--- src/rtl/wsc_pkg.sv ---
package wsc_pkg;
    localparam int WIPER_W = 8;
    localparam int FRAME_W = 2 * WIPER_W + 1;
    localparam int W1_BASE = 1;
    localparam int W0_BASE = 1 + WIPER_W;

    typedef logic [WIPER_W-1:0] code_t;
    typedef logic [FRAME_W-1:0] frame_t;

    typedef struct packed {
        logic  stack;
        code_t w1;
        code_t w0;
    } settings_t;

    // Fields are stored MSB at the lowest frame index.
    function automatic settings_t frame_to_settings(frame_t f);
        settings_t s;
        s.stack = f[0];
        for (int k = 0; k < WIPER_W; k++) begin
            s.w1[WIPER_W-1-k] = f[W1_BASE+k];
            s.w0[WIPER_W-1-k] = f[W0_BASE+k];
        end
        return s;
    endfunction

    function automatic code_t pick_code(settings_t s);
        return s.stack ? s.w1 : s.w0;
    endfunction
endpackage

--- src/rtl/wsc_sync.sv ---
module wsc_sync #(
    parameter int W      = 1,
    parameter int STAGES = 2
) (
    input  logic         clk,
    input  logic         rst,
    input  logic [W-1:0] din,
    output logic [W-1:0] dout
);
    logic [W-1:0] stage_q [STAGES];

    generate
        for (genvar g = 0; g < STAGES; g++) begin : g_stage
            always_ff @(posedge clk) begin
                if (rst) stage_q[g] <= '0;
                else if (g == 0) stage_q[g] <= din;
                else stage_q[g] <= stage_q[(g == 0) ? 0 : g-1];
            end
        end
    endgenerate

    assign dout = stage_q[STAGES-1];
endmodule

--- src/rtl/wsc_frontend.sv ---
module wsc_frontend #(
    parameter int SYNC_STAGES = 2
) (
    input  logic clk,
    input  logic rst,
    input  logic en_raw,
    input  logic sclk_raw,
    input  logic data_raw,
    output logic en_lvl,
    output logic shift_pulse,
    output logic en_fall,
    output logic data_bit
);
    localparam int NLINES = 3;
    logic [NLINES-1:0] raw_v, sync_v;
    logic sclk_lvl, en_q, sclk_q;

    assign raw_v = {en_raw, sclk_raw, data_raw};

    wsc_sync #(.W(NLINES), .STAGES(SYNC_STAGES)) u_sync (
        .clk (clk),
        .rst (rst),
        .din (raw_v),
        .dout(sync_v)
    );

    assign {en_lvl, sclk_lvl, data_bit} = sync_v;

    always_ff @(posedge clk) begin
        if (rst) begin
            en_q   <= 1'b0;
            sclk_q <= 1'b0;
        end else begin
            en_q   <= en_lvl;
            sclk_q <= sclk_lvl;
        end
    end

    assign shift_pulse = en_lvl & sclk_lvl & ~sclk_q;
    assign en_fall     = en_q & ~en_lvl;
endmodule

--- src/rtl/wsc_shifter.sv ---
module wsc_shifter
    import wsc_pkg::*;
(
    input  logic   clk,
    input  logic   rst,
    input  logic   shift_pulse,
    input  logic   data_bit,
    output frame_t frame,
    output logic   casc_bit
);
    always_ff @(posedge clk) begin
        if (rst) frame <= '0;
        else if (shift_pulse) frame <= {data_bit, frame[FRAME_W-1:1]};
    end

    assign casc_bit = frame[0];
endmodule

--- src/rtl/wsc_hold.sv ---
module wsc_hold
    import wsc_pkg::*;
(
    input  logic      clk,
    input  logic      rst,
    input  logic      load,
    input  frame_t    frame,
    output settings_t held,
    output code_t     sel_code
);
    always_ff @(posedge clk) begin
        if (rst) held <= '0;
        else if (load) held <= frame_to_settings(frame);
    end

    assign sel_code = pick_code(held);
endmodule

--- src/rtl/wiper_serial_ctrl.sv ---
module wiper_serial_ctrl
    import wsc_pkg::*;
#(
    parameter int SYNC_STAGES = 2
) (
    input  logic               clk,
    input  logic               rst,
    input  logic               ser_en,
    input  logic               ser_clk,
    input  logic               ser_data,
    output logic               cascade_out,
    output logic [WIPER_W-1:0] wiper0_code,
    output logic [WIPER_W-1:0] wiper1_code,
    output logic               stack_sel,
    output logic [WIPER_W-1:0] wiper_sel_code
);
    logic      en_lvl, shift_pulse, en_fall, data_bit;
    frame_t    sreg;
    settings_t held;

    wsc_frontend #(.SYNC_STAGES(SYNC_STAGES)) u_front (
        .clk        (clk),
        .rst        (rst),
        .en_raw     (ser_en),
        .sclk_raw   (ser_clk),
        .data_raw   (ser_data),
        .en_lvl     (en_lvl),
        .shift_pulse(shift_pulse),
        .en_fall    (en_fall),
        .data_bit   (data_bit)
    );

    wsc_shifter u_shift (
        .clk        (clk),
        .rst        (rst),
        .shift_pulse(shift_pulse),
        .data_bit   (data_bit),
        .frame      (sreg),
        .casc_bit   (cascade_out)
    );

    wsc_hold u_hold (
        .clk     (clk),
        .rst     (rst),
        .load    (en_fall),
        .frame   (sreg),
        .held    (held),
        .sel_code(wiper_sel_code)
    );

    assign wiper0_code = held.w0;
    assign wiper1_code = held.w1;
    assign stack_sel   = held.stack;
endmodule

--- config.mk ---
export PLATFORM = sky130hd
export DESIGN_NAME = wiper_serial_ctrl
export DESIGN_NICKNAME = d
export VERILOG_FILES = /design/src/rtl/wsc_pkg.sv /design/src/rtl/wsc_sync.sv /design/src/rtl/wsc_frontend.sv /design/src/rtl/wsc_shifter.sv /design/src/rtl/wsc_hold.sv /design/src/rtl/wiper_serial_ctrl.sv
export SDC_FILE = /design/constraint.sdc
export NUM_CORES = 1
export LEC_CHECK = 0
export BUFFER_PORTS_ARGS = -buffer_cell sky130_fd_sc_hd__buf_2
export CORE_MARGIN = 2
export CORE_UTILIZATION = 47
export DETAILED_ROUTE_END_ITERATION = 10
export PLACE_DENSITY = 0.71
export SETUP_SLACK_MARGIN = 0.3
export SYNTH_ARGS = -nofsm -noshare
export SYNTH_HDL_FRONTEND = slang
export SYNTH_SLANG_ARGS = --single-unit
--- constraint.sdc ---
create_clock -name clk -period 1 [get_ports clk]
set_input_delay 0.1 -clock clk [delete_from_list [all_inputs] [get_ports clk]]
set_output_delay 0.1 -clock clk [all_outputs]
set_load 0.02 [all_outputs]
==> flow_summary.json <==
{
  "cts_buffers": 5,
  "drive_gt1_share_pct": 76.9,
  "violations": "negative setup slack",
  "hold_path.class": "in2reg",
  "clk_latency_ns": 0.37,
  "final_util_pct": 88.5,
  "finalNetCount": 238,
  "area_delta_synth_final_pct": 77.1,
  "ir_worst_vdd_v": 0.00106,
  "avgSynthCellArea_um2": 8.82,
  "clock-sinks": 42,
  "core_area_um2": 3100,
  "relSlewSlack_pct": 79.4,
  "clockBufferDepth": 2,
  "postSynthCellCount": 176,
  "cp.arrival_ns": 1.32,
  "fin_ws_ns": -0.424,
  "max_stage_delay_ns": 0.38,
  "n_fill_cell": 131,
  "die_h_um": 61.5,
  "firstDrtPassIters": 4,
  "synth_xor_area_share_pct": 0,
  "drt_iter0_drc": 82,
  "ant_nets": 0,
  "grt_util_met1_pct": 27.7,
  "clk_pin_slew_ns": 0.12,
  "fmax_mhz": 702,
  "powerDensity_nw_per_um2": 1010,
  "synth_compound_area_share_pct": 13.4,
  "globalplace.congestion": 0.726,
  "worstPathRequired_ns": 0.90,
  "skew_ns": 0.0111,
  "top_usage_layer": "met2",
  "p_leak_uw": 0.00117,
  "grt_setup_unrepaired": "yes",
  "critical_path.endpoint_type": "output pin",
  "port_buffers": 30,
  "synth_seq_cells": 42,
  "drc_errors": 0,
  "dieArea_um2": 3780,
  "period_minus_slack_ns": 1.42,
  "cp-start-kind": "flip-flop",
  "hold_violations": 0,
  "final_common_cell": "buf_6",
  "min_delay_path_depth": 2,
  "antenna-diode-count": 0,
  "slew_viol_final": 0,
  "ctsRootBufferMaster": "clkbuf_4",
  "antenna_found_initial": 0,
  "grt_overflow": 0,
  "dp_slack_ns": -0.0220,
  "rr_worst_depth": 6,
  "multi_input_area_um2": 1030,
  "min-delay-start": "rst",
  "h-tree-depth": 2,
  "worst_pin_slew_ns": 0.308,
  "ios": 31,
  "r2r-end": "u_shift.frame[4]",
  "grt_use_met2_pct": 45.4,
  "total_power_uw": 2760,
  "hpwl_mm": 2.06,
  "synth_top_family_by_area": "simple AND/OR/NAND/NOR gates",
  "start_util_pct": 50.0,
  "ys_types": 14,
  "r2r_slack_ns": -0.16,
  "grt_max_degree": 35,
  "cts_tree": "yes",
  "seqCellArea_um2": 878,
  "finalSetupViolCount": 43,
  "synth_simple_gate_area_share_pct": 21.8,
  "status": "finished, violations left",
  "use_met3_pct": 7.14,
  "routed-via-count": 1538,
  "ys.warnings.count": 0,
  "mostFrequentLayoutCells": "37 x buf_6, 31 x a21oi_2, 26 x nand2_2",
  "track_usage_pct": 25.8,
  "fin_crit_sh_pct": 142,
  "grt_pass1_wl_mm": 6.72,
  "seq_area_frac_synth_pct": 54.2,
  "syn-num-nets": 181,
  "yosys-mux-area-fraction_pct": 5.81,
  "row_count": 20,
  "grt_pass1_vias": 1393,
  "avgViaCountPerCell": 5.53,
  "path_class": "reg2out",
  "synth_area_um2": 1550,
  "r2r-start": "u_front.u_sync.stage_q[1][2]",
  "critPathMaxFanout": 5,
  "die_width_um": 61.5,
  "wl_per_cell_um": 19.9,
  "hold_end": "u_front.u_sync.stage_q[1][1]",
  "cap_violations": 0,
  "crit_chain": "buf_12, mux2_4, buf_6",
  "wirelength_mm": 5.52,
  "cpMaxStageDelayCell": "dfxtp_4",
  "synthAdderAreaFrac_pct": 0
}
==> worst max-delay path, delay by kind of cell (launching register included) <==
kind	cells	cell delay, ns
flip-flops	1	0.38
buffers and inverters	2	0.28
multiplexers	1	0.31
==> area by class of cell <==
| type | instances | share of cell area [%] |
|---|---|---|
| clock inverter | 1 | 0.182 |
| timing repair buffer | 60 | 26.2 |
| multi-input combinational | 124 | 37.7 |
| sequential | 42 | 32.0 |
| clock buffer | 7 | 2.00 |
| tap | 44 | 2.00 |
==> state kept, by name, summed over array words and instances, names as in the netlist <==
register	flops
u_front.sclk_q	1
u_front.u_sync.stage_q	6
u_shift.frame	17
u_hold.held	17
u_front.en_q	1
==> worst max-delay path by stage <==
stage	cells after the start	start	slack (ns)	end
floorplan	4	u_front.sclk_q	0.009	u_shift.frame[0]
global placement	2	u_hold.held[16]	-0.00002	wiper_sel_code[7]
detailed placement	2	u_hold.held[16]	-0.02	wiper_sel_code[0]
CTS	3	u_hold.held[16]	-0.40	wiper_sel_code[0]
global route	3	u_hold.held[16]	-0.46	wiper_sel_code[0]
finish	3	u_hold.held[16]	-0.42	wiper_sel_code[0]
==> where the power goes <==
group          switching [uW]  total (uW)  internal (uW)
Sequential               5.67        1680           1680
Combinational            86.6         162           75.3
Clock                     580         921            341
==> cells in the mapped netlist (all sizes together) <==
cell type	count	area, um^2
nand3b	1	11.3
dfxtp	42	841
a21oi	34	208
buf	9	63.8
clkbuf	3	11.3
mux2	8	90.1
nand2	68	255
nor2b	9	56.3
and3b	1	8.76
nand2b	1	6.26
==> logic make-up after synthesis <==
group	Yosys count
DFF	42
AOI/OAI and AO/OA	34
muxes	8
and+or+nand+nor	80
buffers and inverters	12
==> through the flow <==
stage	area, um^2	TNS (ns)	std cells	hold slack, ns
2_1_floorplan	1620	0	176	0.164
3_3_place_gp	1800	-0.0000159	243	0.309
3_5_place_dp	1800	-0.108	243	0.315
4_1_cts	2460	-4.76	272	0.0241
5_1_grt	2750	-8.65	278	0.0225
6_report	2750	-6.99	278	0.0306
==> per-layer routing <==
metal	part of all wire (%)	vias up
li1	-	685
met1	37	753
met2	53	73
met3	5.6	27
met4	4.9	0
met5	0	-
==> what timing repair did <==
item | CTS | global route
gates resized for setup | 131 | 62
hold endpoints to repair | 3 | 0
pin swaps | 21 | 23
buffers inserted | 12 | 5
setup endpoints to repair | 60 | 61
cloned | 6 | 1
hold buffers | 3 | 0
No activity file was read; power rests on OpenSTA's default activity.
